[config.mk]
export PLATFORM = sky130hd
export DESIGN_NAME = stuck_cover_mon
export DESIGN_NICKNAME = d
export VERILOG_FILES = /design/src/rtl/sc_pkg.sv /design/src/rtl/sc_level_track.sv /design/src/rtl/sc_popcount.sv /design/src/rtl/stuck_cover_mon.sv
export SDC_FILE = /design/constraint.sdc
export NUM_CORES = 1
export LEC_CHECK = 0
export ABC_AREA = 1
export CAP_MARGIN = 10
export CORE_UTILIZATION = 60
export DETAILED_ROUTE_END_ITERATION = 10
export HOLD_SLACK_MARGIN = 0.05
export PLACE_DENSITY = 0.95
export SLEW_MARGIN = 20
export SYNTH_ARGS = -nofsm -noshare
export SYNTH_HDL_FRONTEND = slang
export SYNTH_SLANG_ARGS = --single-unit
[constraint.sdc]
create_clock -name clk -period 10.17 [get_ports clk]
set_input_delay 2.034 -clock clk [delete_from_list [all_inputs] [get_ports clk]]
set_output_delay 2.034 -clock clk [all_outputs]
set_load 0.02 [all_outputs]
[src/rtl/sc_pkg.sv]
// Shared sizing helpers for the stuck-at coverage monitor.
// Assumes: callers pass positive counts.
package sc_pkg;
    // Width needed to hold values 0..n
    function automatic int cnt_width(input int n);
        return (n < 1) ? 1 : $clog2(n + 1);
    endfunction

    // Width of an index selecting one of n items (at least one bit)
    function automatic int idx_width(input int n);
        return (n > 1) ? $clog2(n) : 1;
    endfunction
endpackage

[src/rtl/sc_level_track.sv]
// Sticky seen-at-0 / seen-at-1 flags for the wires of one cascade level.
// Assumes: clr_i and vld_i are synchronous to clk, and clr_i wins over vld_i.
module sc_level_track #(
    parameter int NWIRE = 4
) (
    input  logic             clk,
    input  logic             rst_n,
    input  logic             clr_i,
    input  logic             vld_i,
    input  logic [NWIRE-1:0] wires_i,
    output logic [NWIRE-1:0] seen0_o,
    output logic [NWIRE-1:0] seen1_o
);
    // Accumulate the observed polarity of each wire on every strobe
    always_ff @(posedge clk) begin
        if (!rst_n || clr_i) begin
            seen0_o <= '0;
            seen1_o <= '0;
        end else if (vld_i) begin
            seen0_o <= seen0_o | ~wires_i;
            seen1_o <= seen1_o |  wires_i;
        end
    end
endmodule

[src/rtl/sc_popcount.sv]
// Combinational count of set bits in a vector.
// Assumes: CW is wide enough to hold N.
module sc_popcount #(
    parameter int N  = 24,
    parameter int CW = 5
) (
    input  logic [N-1:0]  bits_i,
    output logic [CW-1:0] count_o
);
    // Add up the ones bit by bit
    always_comb begin
        count_o = '0;
        for (int i = 0; i < N; i++) begin
            count_o = count_o + CW'(bits_i[i]);
        end
    end
endmodule

[src/rtl/stuck_cover_mon.sv]
// Stuck-at coverage monitor: tracks, per level and wire, whether each site
// has been seen at 0 and at 1 across the applied test set, and reports the
// uncovered counts per polarity and a completion flag.
// Assumes: the observed circuit is reversible, so per-site 0/1 observation
// decides single and multiple stuck-at coverage. Level l occupies bits
// [l*NWIRE +: NWIRE] of lvl_vec_i.
module stuck_cover_mon #(
    parameter int NWIRE = 4,
    parameter int NLVL  = 6,
    parameter int NSITE = NWIRE * NLVL,
    parameter int LW    = sc_pkg::idx_width(NLVL),
    parameter int CW    = sc_pkg::cnt_width(NWIRE * NLVL)
) (
    input  logic             clk,
    input  logic             rst_n,
    input  logic             clr_i,
    input  logic             vld_i,
    input  logic [NSITE-1:0] lvl_vec_i,
    input  logic [LW-1:0]    depth_i,
    output logic             complete_o,
    output logic [CW-1:0]    zero_miss_o,
    output logic [CW-1:0]    one_miss_o
);
    logic [NSITE-1:0] seen0;
    logic [NSITE-1:0] seen1;
    logic [NSITE-1:0] site_on;
    logic [NSITE-1:0] miss0;
    logic [NSITE-1:0] miss1;

    for (genvar l = 0; l < NLVL; l++) begin : g_lvl
        localparam logic [LW-1:0] LIDX = LW'(l);

        sc_level_track #(.NWIRE(NWIRE)) u_trk (
            .clk     (clk),
            .rst_n   (rst_n),
            .clr_i   (clr_i),
            .vld_i   (vld_i),
            .wires_i (lvl_vec_i[l*NWIRE +: NWIRE]),
            .seen0_o (seen0[l*NWIRE +: NWIRE]),
            .seen1_o (seen1[l*NWIRE +: NWIRE])
        );

        // Enable the sites of this level when it lies within the depth
        assign site_on[l*NWIRE +: NWIRE] = {NWIRE{LIDX <= depth_i}};
    end

    // Sites still missing each polarity, restricted to active levels
    assign miss0 = ~seen0 & site_on;
    assign miss1 = ~seen1 & site_on;

    sc_popcount #(.N(NSITE), .CW(CW)) u_cnt0 (
        .bits_i  (miss0),
        .count_o (zero_miss_o)
    );

    sc_popcount #(.N(NSITE), .CW(CW)) u_cnt1 (
        .bits_i  (miss1),
        .count_o (one_miss_o)
    );

    // Complete when no active site lacks either polarity
    assign complete_o = ~|(miss0 | miss1);
endmodule

==> key figures <==
Global routing
  • Tot GR Track Use: 0.2985
  • Vias in the first global route: between 2000 and 3000
  • Pin count of the biggest net entering global routing: 49
  • First-pass GRT wire length: 12400 µm
  • Grt ovf: 0
  • Initial antenna violation count: 0

Finish
  • Finished Layout Cells: 538
  • Ant. Diodes: 0
  • Fraction of layout cells with a size suffix above 1: 0.02991
  • Fill count: 428
  • Synth-to-Final Area Change: 16.59%
  • Fin nets: 547

Drt
  • Drt pass-1 iters: 6
  • Final ANT Viol Nets: 0
  • Drt initial violations: roughly 300
  • Drt wl/cell: 14.01 µm
  • Via count: approximately 2800
  • Vias/cell: 5.191
  • # DRC: 0
  • Total wire length: 7535 µm

Clocking
  • Root Buffer: clkbuf_8
  • Hold_buf cts: 0
  • Setup Fix Bufs, Post-CTS: 0
  • Clock slew at reported path FFs: 0.08 ns
  • H-tree depth: 2
  • Clock buffer depth: 2
  • TritonCTS clock tree: done
  • CTS buffer count: 5
  • Gates resized, CTS repair: 0
  • Sink Count: 48
  • Clock latency on the worst-skew pair: 0.29 ns

Floorplanning
  • Die area: 5690 µm²
  • Core Region: between 5000 and 6000 µm²
  • Chip width: 75.44 µm
  • # rows: 26
  • Starting Density: 0.6295
  • Number of I/O pins: 42
  • Height of the die: 75.44 µm

Power
  • LEAKAGE: 1.854 nW
  • Int Pwr: approximately 0.66 mW
  • Clk pwr share: 0.101
  • Psw: 0.5398 mW
  • Maximum vdd drop: 0.0003269 V
  • Sequential share of power: 0.165
  • Sw Ratio: 0.4508
  • Combinational share of power: 0.734
  • Pwr dens: 317.5 nW/µm²

Synth
  • Cells after Synth: 433
  • Post-synthesis xor/xnor area fraction: 0.01083
  • Synth Flop Type: dfxtp_1
  • Post-synth EDFFs: 0
  • Mapped Nets: 512
  • Largest family of logic cells by synthesized area: adder cells
  • Post-Syn Area: between 3000 and 4000 µm²
  • Avg Inst Size Synth: 7.473 µm²
  • Synth async-reset ratio: 0
  • Yosys warns: 0
  • Synth unique cells: 21
  • Register area share after synthesis: 0.2970
  • Multiplexer share of the synthesized area: 0
  • Synthesized flop and latch total: 48
  • Simple-gate share of the synthesized area: 0.1613
  • Post-synthesis compound-gate area fraction: 0.09899
  • Adder and majority gate portion of the synthesized area: 0.2645

Placement
  • Hpwl dp: about 6000 µm
  • Cell Count Post-Placement: 531
  • IO Port Bufs: 41
  • GP Congestion: 0.9265

STA
  • Max Slew Vio Count: 0
  • Final TNS setup: 0 ns
  • Slew headroom: 0.6722
  • Min cycle time layout: slightly below 10 ns
  • Final setup skew: 0 ns
  • Fin. Hold Viols: 0
  • Setup violators final: 0
  • Max Freq: a little over 100 MHz
  • Tcrit/Tclk final: 0.9666
  • RSZ-0062 raised after global routing: false
  • Slew @ Worst Pin: 0.4917 ns

Critical path
  • CP Data Arrival Time: 7.80 ns
  • Critical path required time: 8.14 ns
  • Reg2reg start: g_lvl[0].u_trk.seen1_o[3]
  • Worst-path maximum fanout: 12
  • Setup CP Type: in -> out
  • CP Launch Point: depth_i[2]
  • Startpoint type of the worst setup path: input port
  • CP endpoint kind: primary output

Job
  • Maxcap violations: 0

Min path
  • Hold path start: g_lvl[1].u_trk.seen0_o[2]
  • Hold Crit Class: reg -> reg

Run status
  • Status: complete, no violations
placed cells by master, fill, tap and decap left out:
master | Yosys | final
a21oi_1 | 55 | 55
buf_4 | 1 | 2
clkbuf_8 | 0 | 7
clkdlybuf4s50_1 | 0 | 41
dfxtp_1 | 48 | 48
fa_1 | 34 | 34
ha_1 | 14 | 14
inv_1 | 124 | 124
inv_2 | 1 | 1
nand2_1 | 86 | 86
nand2_2 | 1 | 1
nand3_1 | 15 | 15
nand3_2 | 1 | 1
nand4_1 | 2 | 2
nor2_1 | 22 | 22
nor2_2 | 2 | 2
o21ai_0 | 9 | 9
xnor2_1 | 1 | 1
xor2_1 | 3 | 3
per-layer routing:
layer,vias to the layer above,part of all wire,global-route usage
li1,1333,-,-
met1,1284,0.39,0.3624
met2,139,0.50,0.5288
met3,37,0.070,0.05688
met4,0,0.035,0.1111
met5,-,0,0
metrics by stage:
stage               setup WS (ns)  total power, mW  utilization  hold WS [ns]  area (µm²)
floorplan                   1.601           0.7472            -        0.4359        3236
global placement           0.5270            1.026       0.7152        0.4435        3676
detailed placement         0.4107            1.078       0.7152        0.4549        3676
CTS                        0.3979            1.200       0.7339        0.4667        3772
global route              0.03410            1.302       0.7339        0.4889        3772
finish                     0.3396            1.198       0.7339        0.4651        3772
power by group through the flow:
stage	sequential (mW)	clock (mW)	combinational, mW
CTS	0.198	0.122	0.880
finish	0.198	0.122	0.878
floorplan	0.201	0	0.546
global placement	0.202	0	0.825
global route	0.198	0.129	0.975
detailed placement	0.202	0	0.876
critical path, cell delays in order:
cell and delay [ns]:
clkdlybuf4s50_1 0.72, inv_2 0.16, nand2_1 0.33, nand2_1 0.16, fa_1 0.56, fa_1 0.46, fa_1 0.52, fa_1 0.54
inv_1 0.06, fa_1 0.54, inv_1 0.06, fa_1 0.45, fa_1 0.41, xnor2_1 0.17, clkdlybuf4s50_1 0.62
cell families after synthesis:
kind of cell | after synthesis
buffers and inverters | 140
flip-flops | 48
AND/OR/NAND/NOR | 129
adder cells (fa/ha/maj) | 48
XOR/XNOR | 4
AO/OA/AOI/OAI | 64
path summary, 6_finish.rpt:
check,to,slack [ns],cells past startpoint
worst min register to register,g_lvl[1].u_trk.seen0_o[2],0.47,2
worst max-delay path,one_miss_o[2],0.34,15
worst max register to register,g_lvl[0].u_trk.seen1_o[3],9.49,2
worst min-delay path,g_lvl[1].u_trk.seen0_o[2],0.47,2
final cells by class:
| class | count | area, µm² | area share |
|---|---|---|---|
| Clock buffer | 7 | 96.34 | 0.02554 |
| Inverter | 125 | 469.2 | 0.1244 |
| Multi-Input combinational cell | 245 | 1733 | 0.4594 |
| Sequential cell | 48 | 960.9 | 0.2547 |
| Tap cell | 70 | 87.58 | 0.02322 |
| Timing Repair Buffer | 43 | 425.4 | 0.1128 |
flip-flops by register name (all words and copies together), names as in the netlist:
register,flops
g_lvl.u_trk.seen1_o,24
g_lvl.u_trk.seen0_o,24
synth_stat cells, types with 2 or more instances:
cell / count / area (µm²)
inv_1: 124 / 465.5
nand2_1: 86 / 322.8
a21oi_1: 55 / 275.3
dfxtp_1: 48 / 960.9
fa_1: 34 / 680.7
nor2_1: 22 / 82.58
nand3_1: 15 / 75.07
ha_1: 14 / 175.2
o21ai_0: 9 / 45.04
clkbuf_1: 7 / 26.28
buf_2: 4 / 20.02
xor2_1: 3 / 26.28
buf_1: 2 / 7.510
nand4_1: 2 / 12.51
nor2_2: 2 / 12.51
No activity file was read; power rests on OpenSTA's default activity.
